<file path="src/rtl/mbuf_pkg.sv">
package mbuf_pkg;
  typedef struct packed {
    logic write;
    logic no_resp;
    logic fill;
    logic has_tgt;
  } mb_flags_t;

  typedef enum logic {SRC_MISS = 1'b0, SRC_WB = 1'b1} mb_src_e;
endpackage

</file>
<file path="src/rtl/mbuf_route.sv">
module mbuf_route
  import mbuf_pkg::*;
#(
  parameter int ADDR_W    = 32,
  parameter int THR_W     = 2,
  parameter int BLK_BYTES = 64
) (
  input  logic              req_valid_i,
  input  logic [ADDR_W-1:0] req_addr_i,
  input  logic              req_write_i,
  input  logic              req_uncache_i,
  input  logic              req_no_resp_i,
  input  logic [THR_W-1:0]  req_thread_i,
  input  logic              wr_alloc_en_i,
  input  logic              evict_i,
  input  logic [ADDR_W-1:0] evict_addr_i,
  output logic              alloc_miss_o,
  output logic              alloc_wb_o,
  output logic              collide_o,
  output logic [ADDR_W-1:0] miss_addr_o,
  output mb_flags_t         miss_flags_o,
  output logic [ADDR_W-1:0] wb_addr_o,
  output logic [THR_W-1:0]  wb_thr_o,
  output mb_flags_t         wb_flags_o
);
  localparam logic [ADDR_W-1:0] BLK_MASK = ~ADDR_W'(BLK_BYTES - 1);

  logic to_wb;
  logic [ADDR_W-1:0] req_blk;

  assign to_wb   = req_write_i & (req_uncache_i | ~wr_alloc_en_i | req_no_resp_i);
  assign req_blk = req_addr_i & BLK_MASK;

  assign alloc_miss_o = req_valid_i & ~to_wb;
  assign alloc_wb_o   = evict_i | (req_valid_i & to_wb);
  assign collide_o    = evict_i & req_valid_i & to_wb;

  assign miss_addr_o          = req_blk;
  assign miss_flags_o.write   = req_write_i;
  assign miss_flags_o.no_resp = req_no_resp_i;
  assign miss_flags_o.fill    = ~req_uncache_i;
  assign miss_flags_o.has_tgt = ~req_no_resp_i;

  // eviction: thread 0, fire-and-forget write
  always_comb begin
    if (evict_i) begin
      wb_addr_o  = evict_addr_i & BLK_MASK;
      wb_thr_o   = '0;
      wb_flags_o = '{write: 1'b1, no_resp: 1'b1, fill: 1'b0, has_tgt: 1'b0};
    end else begin
      wb_addr_o  = req_blk;
      wb_thr_o   = req_thread_i;
      wb_flags_o = '{write: req_write_i, no_resp: req_no_resp_i, fill: 1'b0,
                     has_tgt: ~req_no_resp_i};
    end
  end
endmodule

</file>
<file path="src/rtl/mbuf_entry.sv">
module mbuf_entry
  import mbuf_pkg::*;
#(
  parameter int ADDR_W = 32,
  parameter int THR_W  = 2
) (
  input  logic              clk_i,
  input  logic              rst_ni,
  input  logic              alloc_i,
  input  logic [ADDR_W-1:0] ld_addr_i,
  input  logic [THR_W-1:0]  ld_thr_i,
  input  mb_flags_t         ld_flags_i,
  input  logic              issue_i,
  input  logic              free_i,
  input  logic              drop_tgt_i,
  output logic              valid_o,
  output logic              insvc_o,
  output logic [ADDR_W-1:0] addr_o,
  output logic [THR_W-1:0]  thr_o,
  output mb_flags_t         flags_o
);
  logic              valid_q, insvc_q;
  logic [ADDR_W-1:0] addr_q;
  logic [THR_W-1:0]  thr_q;
  mb_flags_t         flags_q;

  always_ff @(posedge clk_i or negedge rst_ni) begin
    if (!rst_ni) begin
      valid_q <= 1'b0;
      insvc_q <= 1'b0;
      addr_q  <= '0;
      thr_q   <= '0;
      flags_q <= '0;
    end else begin
      if (free_i) begin
        valid_q <= 1'b0;
        insvc_q <= 1'b0;
      end else if (alloc_i && !valid_q) begin
        valid_q <= 1'b1;
        insvc_q <= 1'b0;
        addr_q  <= ld_addr_i;
        thr_q   <= ld_thr_i;
        flags_q <= ld_flags_i;
      end else if (issue_i) begin
        if (flags_q.no_resp) valid_q <= 1'b0;
        else                 insvc_q <= 1'b1;
      end
      if (drop_tgt_i) flags_q.has_tgt <= 1'b0;
    end
  end

  assign valid_o = valid_q;
  assign insvc_o = insvc_q;
  assign addr_o  = addr_q;
  assign thr_o   = thr_q;
  assign flags_o = flags_q;
endmodule

</file>
<file path="src/rtl/mbuf_wbcnt.sv">
module mbuf_wbcnt #(
  parameter int NUM_THR = 4,
  parameter int THR_W   = 2,
  parameter int CNT_W   = 16
) (
  input  logic                     clk_i,
  input  logic                     rst_ni,
  input  logic                     inc_i,
  input  logic [THR_W-1:0]         thr_i,
  output logic [NUM_THR*CNT_W-1:0] cnt_o
);
  for (genvar g = 0; g < NUM_THR; g++) begin : g_cnt
    logic [CNT_W-1:0] cnt_q;
    always_ff @(posedge clk_i or negedge rst_ni) begin
      if (!rst_ni)                                cnt_q <= '0;
      else if (inc_i && (thr_i == THR_W'(g)))     cnt_q <= cnt_q + 1'b1;
    end
    assign cnt_o[g*CNT_W +: CNT_W] = cnt_q;
  end
endmodule

</file>
<file path="src/rtl/blk_miss_buf.sv">
module blk_miss_buf
  import mbuf_pkg::*;
#(
  parameter int ADDR_W    = 32,
  parameter int DATA_W    = 32,
  parameter int BLK_BYTES = 64,
  parameter int NUM_THR   = 4,
  parameter int CNT_W     = 16,
  localparam int THR_W    = (NUM_THR > 1) ? $clog2(NUM_THR) : 1
) (
  input  logic                     clk_i,
  input  logic                     rst_ni,
  input  logic                     req_valid_i,
  input  logic [ADDR_W-1:0]        req_addr_i,
  input  logic                     req_write_i,
  input  logic                     req_uncache_i,
  input  logic                     req_no_resp_i,
  input  logic [THR_W-1:0]         req_thread_i,
  input  logic                     wr_alloc_en_i,
  input  logic                     evict_i,
  input  logic [ADDR_W-1:0]        evict_addr_i,
  output logic                     bus_valid_o,
  input  logic                     bus_ready_i,
  output logic                     bus_src_o,
  output logic [ADDR_W-1:0]        bus_addr_o,
  output logic                     bus_write_o,
  output logic                     bus_fill_o,
  output logic                     bus_noresp_o,
  input  logic                     rsp_valid_i,
  input  logic                     rsp_src_i,
  input  logic [DATA_W-1:0]        rsp_data_i,
  output logic                     tgt_valid_o,
  output logic [THR_W-1:0]         tgt_thread_o,
  output logic [DATA_W-1:0]        tgt_data_o,
  input  logic                     squash_i,
  input  logic [THR_W-1:0]         squash_thread_i,
  output logic                     blk_mshr_o,
  output logic                     blk_wb_o,
  output logic                     mreq_o,
  output logic                     wbreq_o,
  output logic [NUM_THR*CNT_W-1:0] wb_cnt_o,
  output logic                     err_o
);
  logic alloc_miss, alloc_wb, collide;
  logic [ADDR_W-1:0] ld_miss_addr, ld_wb_addr;
  logic [THR_W-1:0]  ld_wb_thr;
  mb_flags_t         ld_miss_flags, ld_wb_flags;

  logic m_valid, m_insvc, w_valid, w_insvc;
  logic [ADDR_W-1:0] m_addr, w_addr;
  logic [THR_W-1:0]  m_thr, w_thr;
  mb_flags_t         m_flags, w_flags;

  logic sel_miss, sel_wb, fire_m, fire_w;
  logic sq_hit, rsp_m, rsp_w, free_m, free_w;
  logic err_q;

  mbuf_route #(.ADDR_W(ADDR_W), .THR_W(THR_W), .BLK_BYTES(BLK_BYTES)) u_route (
    .req_valid_i, .req_addr_i, .req_write_i, .req_uncache_i, .req_no_resp_i,
    .req_thread_i, .wr_alloc_en_i, .evict_i, .evict_addr_i,
    .alloc_miss_o(alloc_miss), .alloc_wb_o(alloc_wb), .collide_o(collide),
    .miss_addr_o(ld_miss_addr), .miss_flags_o(ld_miss_flags),
    .wb_addr_o(ld_wb_addr), .wb_thr_o(ld_wb_thr), .wb_flags_o(ld_wb_flags)
  );

  // arbitration: pending miss beats writeback
  assign sel_miss = m_valid & ~m_insvc;
  assign sel_wb   = ~sel_miss & w_valid & ~w_insvc;
  assign fire_m   = sel_miss & bus_ready_i;
  assign fire_w   = sel_wb & bus_ready_i;

  assign sq_hit = squash_i & m_valid & (m_thr == squash_thread_i);
  assign rsp_m  = rsp_valid_i & (rsp_src_i == SRC_MISS) & m_valid & m_insvc;
  assign rsp_w  = rsp_valid_i & (rsp_src_i == SRC_WB) & w_valid & w_insvc;
  // an entry being issued this cycle is treated as already in service
  assign free_m = rsp_m | (sq_hit & ~m_insvc & ~fire_m);
  assign free_w = rsp_w;

  mbuf_entry #(.ADDR_W(ADDR_W), .THR_W(THR_W)) u_miss (
    .clk_i, .rst_ni,
    .alloc_i(alloc_miss), .ld_addr_i(ld_miss_addr), .ld_thr_i(req_thread_i),
    .ld_flags_i(ld_miss_flags), .issue_i(fire_m), .free_i(free_m),
    .drop_tgt_i(sq_hit),
    .valid_o(m_valid), .insvc_o(m_insvc), .addr_o(m_addr), .thr_o(m_thr),
    .flags_o(m_flags)
  );

  mbuf_entry #(.ADDR_W(ADDR_W), .THR_W(THR_W)) u_wb (
    .clk_i, .rst_ni,
    .alloc_i(alloc_wb), .ld_addr_i(ld_wb_addr), .ld_thr_i(ld_wb_thr),
    .ld_flags_i(ld_wb_flags), .issue_i(fire_w), .free_i(free_w),
    .drop_tgt_i(1'b0),
    .valid_o(w_valid), .insvc_o(w_insvc), .addr_o(w_addr), .thr_o(w_thr),
    .flags_o(w_flags)
  );

  mbuf_wbcnt #(.NUM_THR(NUM_THR), .THR_W(THR_W), .CNT_W(CNT_W)) u_cnt (
    .clk_i, .rst_ni, .inc_i(alloc_wb & ~w_valid), .thr_i(ld_wb_thr),
    .cnt_o(wb_cnt_o)
  );

  always_ff @(posedge clk_i or negedge rst_ni) begin
    if (!rst_ni) err_q <= 1'b0;
    else if ((alloc_miss & m_valid) | (alloc_wb & w_valid) | collide) err_q <= 1'b1;
  end

  assign bus_valid_o  = sel_miss | sel_wb;
  assign bus_src_o    = sel_wb;
  assign bus_addr_o   = sel_wb ? w_addr : m_addr;
  assign bus_fill_o   = sel_wb ? w_flags.fill : m_flags.fill;
  assign bus_write_o  = sel_wb ? w_flags.write : (m_flags.write & ~m_flags.fill);
  assign bus_noresp_o = sel_wb ? w_flags.no_resp : m_flags.no_resp;

  assign tgt_valid_o  = rsp_m & m_flags.has_tgt & ~sq_hit;
  assign tgt_thread_o = m_thr;
  assign tgt_data_o   = m_flags.write ? '0 : rsp_data_i;

  assign blk_mshr_o = m_valid;
  assign blk_wb_o   = w_valid;
  assign mreq_o     = m_valid & ~m_insvc;
  assign wbreq_o    = w_valid & ~w_insvc;
  assign err_o      = err_q;

  // w_thr is held for completeness of the entry; only the miss thread is observed
  logic unused_w_thr;
  assign unused_w_thr = ^w_thr;
endmodule

</file>
<file path="config.mk">
export PLATFORM = sky130hd
export DESIGN_NAME = blk_miss_buf
export DESIGN_NICKNAME = d
export VERILOG_FILES = /design/src/rtl/mbuf_pkg.sv /design/src/rtl/mbuf_route.sv /design/src/rtl/mbuf_entry.sv /design/src/rtl/mbuf_wbcnt.sv /design/src/rtl/blk_miss_buf.sv
export SDC_FILE = /design/constraint.sdc
export NUM_CORES = 1
export LEC_CHECK = 0
export ABC_AREA = 1
export BUFFER_PORTS_ARGS = -buffer_cell sky130_fd_sc_hd__buf_2
export CORE_ASPECT_RATIO = 0.8
export CORE_MARGIN = 2
export CORE_UTILIZATION = 30
export CTS_CLUSTER_DIAMETER = 200
export DETAILED_ROUTE_END_ITERATION = 8
export PLACE_DENSITY = 0.57
export SLEW_MARGIN = 20
export SYNTH_ARGS = -nofsm -noshare
export SYNTH_HDL_FRONTEND = slang
export SYNTH_SLANG_ARGS = --single-unit
</file>
<file path="constraint.sdc">
create_clock -name clk_i -period 1.8 [get_ports clk_i]
set_input_delay 0.09 -clock clk_i [delete_from_list [all_inputs] [get_ports clk_i]]
set_output_delay 0.09 -clock clk_i [all_outputs]
set_load 0.005 [all_outputs]
</file>
# [Yosys cells after proc, flatten, opt, wreduce, memory -nomap -nowiden]
# Index checks and enable logic that the tools add are counted.
[classes] add_sub_neg=4 n_eq_ne=7 n_mux=27 bitwise_logic=48 reduce_logical=21
[ops] cell="2-to-1 mux 32 bit" count=3
[ops] cell="adder 16 x 1 -> 16 bit, second input constant" count=4
[ops] cell="AND 1 bit" count=27
[ops] cell="2-to-1 mux 1 bit" count=22
[ops] cell="NOT 1 bit" count=14
[ops] cell="AND reduction 2 bit" count=7
[ops] cell="nonzero test 3 bit" count=4
[ops] cell="bitwise OR 1 bit" count=7
[ops] cell="logical AND 1 bit" count=6
[ops] cell="!= test 3 bit, second input constant" count=2
[ops] cell="== test 2 bit, second input constant" count=2
[ops] cell="2-to-1 mux 4 bit" count=1
[ops] cell="== test 2 x 1 -> 1 bit, second input constant" count=1
[ops] cell="== test 2 bit" count=1
[ops] cell="logical NOT 1 bit" count=2
[ops] cell="logical NOT 2 bit" count=1
[ops] cell="2-to-1 mux 2 bit" count=1
[ops] cell="!= test 2 bit, second input constant" count=1
[ops] cell="nonzero test 2 bit" count=1
[word_totals] regBits=136 in_bits=112 out_inout_bits=141 elab_cells=126

# [Longest topological paths before layout]
[logic_depth] depth_word=10 mapped_depth=9 mapped_depth_nobuf=8

# [Modules after synthesis]
# A second synthesis with hierarchy kept.
[unflattened] hier_cells=1103 area_unflattened_um2=8142.8
[by_module_without_submodules] module="mbuf_entry" instances=2 cells_per_inst=182 area_each_um2=1629.1 seq_area_each_um2=1001.0
[by_module_without_submodules] module="mbuf_wbcnt" instances=1 cells_per_inst=373 area_each_um2=3220.6 seq_area_each_um2=1601.5
[by_module_without_submodules] module="blk_miss_buf" instances=1 cells_per_inst=223 area_each_um2=959.7 seq_area_each_um2=25.0
[by_module_without_submodules] module="mbuf_route" instances=1 cells_per_inst=143 area_each_um2=704.4 seq_area_each_um2=0.0

# [Least setup slack after synthesis]
# Ideal clock, no wire load.
[synth_path] path_kind="register to register" from="register u_cnt.g_cnt[0].cnt_q[0]" to="register u_cnt.g_cnt[0].cnt_q[14]" setup_time_ns=0.116 arrival_ns=1.253 required_ns=1.684 path_slack_ns=0.431 stages_incl_launch_ff=9 path_cell_list="dfrtp_1 > ha_1 > nand3_1 > nor2_1 > nand3_1 > nand2_1 > nand2_1 > nand2_1 > nand2_1"
[synth_between] elab_chain_len=1
[synth_lines] item="from (decl)" line="mbuf_wbcnt.sv:13" rtl="logic [CNT_W-1:0] cnt_q;"
[synth_lines] item="from (signal assigned)" line="mbuf_wbcnt.sv:16" rtl="else if (inc_i && (thr_i == THR_W'(g))) cnt_q <= cnt_q + 1'b1;"
[synth_lines] item="adder 16 x 1 -> 16 bit" line="mbuf_wbcnt.sv:16"
# Every way passes these cells.
# A chain may end at the register's enable or synchronous reset.

# [Final worst setup path]
[layout_path] from="register u_wb.valid_q (netlist: u_wb.valid_o)" to="output bus_addr_o[7]"
[layout_between] elab_chain_len=3
[layout_lines] item="from (decl)" line="mbuf_entry.sv:22" rtl="logic valid_q, insvc_q;"
[layout_lines] item="from (signal assigned)" line="mbuf_entry.sv:29" rtl="valid_q <= 1'b0;"
[layout_lines] item="from (signal assigned)" line="mbuf_entry.sv:36" rtl="valid_q <= 1'b0;"
[layout_lines] item="from (signal assigned)" line="mbuf_entry.sv:39" rtl="valid_q <= 1'b1;"
[layout_lines] item="AND 1 bit (2 in a row)" line="blk_miss_buf.sv:68" rtl="assign sel_wb = ~sel_miss & w_valid & ~w_insvc;"
[layout_lines] item="2-to-1 mux 32 bit" line="blk_miss_buf.sv:109" rtl="assign bus_addr_o = sel_wb ? w_addr : m_addr;"
[layout_lines] item="to (decl)" line="blk_miss_buf.sv:25" rtl="output logic [ADDR_W-1:0] bus_addr_o,"
# Every way passes these cells.

==> out/metrics.csv <==
metric,value,unit
number of fill cells,2517,
post-route cell area,10490,sq um
vias post-DR,7722,
Nets,1493,
GRT Total Usage,16.94,%
Root Driver,clkbuf_16,
"top cells by count, synth","nand2_1 (422), inv_1 (140), dfrtp_1 (129)",
CTS tree,done,
"Slowest-stage cell, CP",dfrtp_1,
Worst-Skew Late Latency,0.42,ns
Worst-path clk slew,0.07,ns
Setup crit start kind,register,
max_cap viols,0,
register area,3231,sq um
Bufs on Longest Clock Path,2,
Worst Skew,0.007962,ns
Mapped Area,7455,sq um
post-route minimum period,1.769,ns
largest net degree at the start of global routing,55,
Leak Pwr,0.005482,uW
chip height,145.0,um
Synth warnings,0,
share of cells above drive strength 1,25.47,%
vias in the first global route,7128,
final worst slack,0.03080,ns
Post-synth ARST share,100.0,%
"Hold Violations, Final",0,
Hold WS,0.01478,ns
Main synth FF type,dfrtp_1,
Setup CP Type,reg2out,
unique cell type count in the Yosys netlist,28,
global-route wire length before repair,35.87,mm
Final ANT Viol Nets,0,
final max-slew violation count,0,
CP cell instances,inv_2 -> nor2_4 -> nand2_8 -> clkbuf_16 -> nand2_2 -> o21ai_4 -> buf_2,
"Remaining Overflow, GRT",0,
chip width,180.2,um
Clock Sinks,129,
status,"complete, no violations",
required time worst endpoint,1.71,ns
pre-CTS setup slack,0.2475,ns
Power Density,1276,nW/um^2
multi-input logic area,3641,sq um
Peak VDD IR,731.4,uV
sequential area share after synthesis,43.30,%
Placed Cells incl. Taps,1611,
period utilization,98.29,%
Layout area overhead,40.72,%
routed len/inst,13.39,um
RSZ-0062 raised after global routing,true,
DR vias/cell,4.516,
initial antenna violation count,4,
"FF+latch count, synth",129,
Rows,51,
I/O Pins,253,
"count leader, synth",nand2_1,
routability cong.,0.8341,
Min-Delay Path Class,in2reg,
Post-Layout Cell Count,1710,
Critical Path Fanout Max,5,
Slew HR,64.18,%
First-pass DRT Iterations,5,
Final HPWL DP,15.74,mm
top cell type's share of synthesized area,43.30,%
crit path DAT,1.68,ns
Core Region,24380,sq um
crit end category,output pin,
I/O Buffers,234,
"EDFF count, synth",0,
routed wire length,22.89,mm
post-synthesis cell count,1083,
final setup violation count,0,
leading post-synthesis cells by cell area,"dfrtp_1 (43%), nand2_1 (21%), inv_1 (7.0%)",
total CTS buffers,17,
number of DRC markers in iteration 0,465,
Initial Util,30.58,%
mean post-synth cell area,6.883,sq um
Worst path max stage delay,0.36,ns
Fmax,0.5652,GHz
H-tree lvl count,4,
# DRC,0,
worst slew pin tran,0.5372,ns
placed cell area,8971,sq um
Die Area,26130,sq um
Synth area leader,dfrtp_1,
-- state kept, by name (all words and copies together) (netlist names), 2 cells and up --
register           count
u_cnt.g_cnt.cnt_q     64
u_miss.addr_o         26
u_wb.addr_o           26
u_miss.flags_o         4
u_miss.thr_o           2
u_wb.flags_o           2
-- critical path: cells and delay by family (launching register included) --
| kind | cells | cell delay [ns] |
|---|---|---|
| simple gates | 3 | 0.46 |
| compound gates | 1 | 0.06 |
| buf+inv | 3 | 0.38 |
| flops | 1 | 0.36 |
-- kinds of logic after synthesis --
group                    after synthesis  synth area share, %
AO/OA/AOI/OAI                        134                9.013
XOR/XNOR                              30                3.525
AND/OR/NAND/NOR                      599                32.85
flip-flops                           129                43.30
adder cells (fa/ha/maj)                4               0.6714
other                                  1              0.05030
buffers and inverters                186                10.59
-- repair_timing --
item | in CTS | in global routing
gates resized for setup | 19 | 60
hold buffers | 47 | 0
setup buffers | 3 | 5
cloned | 1 | 9
endpoints found under the setup margin | 31 | 33
pin swaps | 1 | 4
endpoints found under the hold margin | 93 | 0
-- stage by stage --
step | TNS (ns) | power [uW] | util (%)
final | 0 | 13380 | 43.03
after global routing | -0.2455 | 14300 | 43.03
after CTS | -0.04259 | 12310 | 41.50
after detailed placement | 0 | 8309 | 36.80
after global placement | 0 | 8241 | 36.80
after floorplan | 0 | 6443 | -
-- power breakdown --
group,total (uW),internal [uW],leakage (uW),switching [uW]
Clock,3520,2090,0.000276,1430
Sequential,4250,3680,0.00168,568
Combinational,5620,2580,0.00353,3030
Total,13400,8360,0.00548,5030
-- layout by cell type (no fill, tap or decap), types with 3 or more instances in the layout --
cell / netlist / final
buf_4: 15 / 13
dlygate4sd3_1: 0 / 47
xor2_1: 6 / 6
nand2_2: 2 / 16
o21ai_0: 103 / 77
nand3_2: 6 / 7
xnor2_1: 24 / 24
o21ai_2: 0 / 10
buf_2: 6 / 233
conb_1: 1 / 6
nor2_4: 4 / 6
nand2_1: 422 / 405
inv_2: 4 / 5
inv_6: 0 / 4
nor2_1: 104 / 103
clkbuf_16: 0 / 22
clkinvlp_4: 0 / 5
nand2_4: 1 / 3
inv_1: 140 / 138
nand3_1: 30 / 29
nand2_8: 1 / 3
buf_6: 3 / 4
dfrtp_1: 129 / 127
nand4_1: 23 / 23
ha_1: 4 / 4
o21ai_4: 0 / 3
o21ai_1: 28 / 41
buf_12: 0 / 7
nor3_1: 5 / 3
-- layer usage --
metal  part of all wire, %  vias up  GRT usage (%)
met1                    46     3542          22.32
met4                   1.8        4          5.121
li1                      -     3932              -
met3                   5.7       25          4.618
met5                  0.10        -              0
met2                    46      219          27.10
-- area by class of cell --
class | instances | area share, %
Antenna cell | 2 | 0.04771
Clock buffer | 18 | 4.187
Clock inverter | 14 | 1.479
Inverter | 145 | 5.236
Multi-Input combinational cell | 774 | 34.71
Sequential cell | 129 | 30.80
Tap cell | 318 | 3.793
Timing Repair Buffer | 310 | 19.75
-- final timing paths --
kind,start,end,slack [ns],cells after the start
worst min-delay path,evict_addr_i[16],u_wb.addr_o[16],0.01,5
worst min register to register,u_wb.flags_o[3],u_wb.flags_o[3],0.48,2
worst max register to register,u_cnt.g_cnt[0].cnt_q[0],u_cnt.g_cnt[0].cnt_q[14],0.23,8
min in group asynchronous,rst_ni,u_wb.addr_o[10],0.19,2
worst max-delay path,u_wb.valid_o,bus_addr_o[7],0.03,7
max in group asynchronous,rst_ni,u_miss.insvc_o,0.98,3
Note: power is estimated with default switching activity, not from simulation.
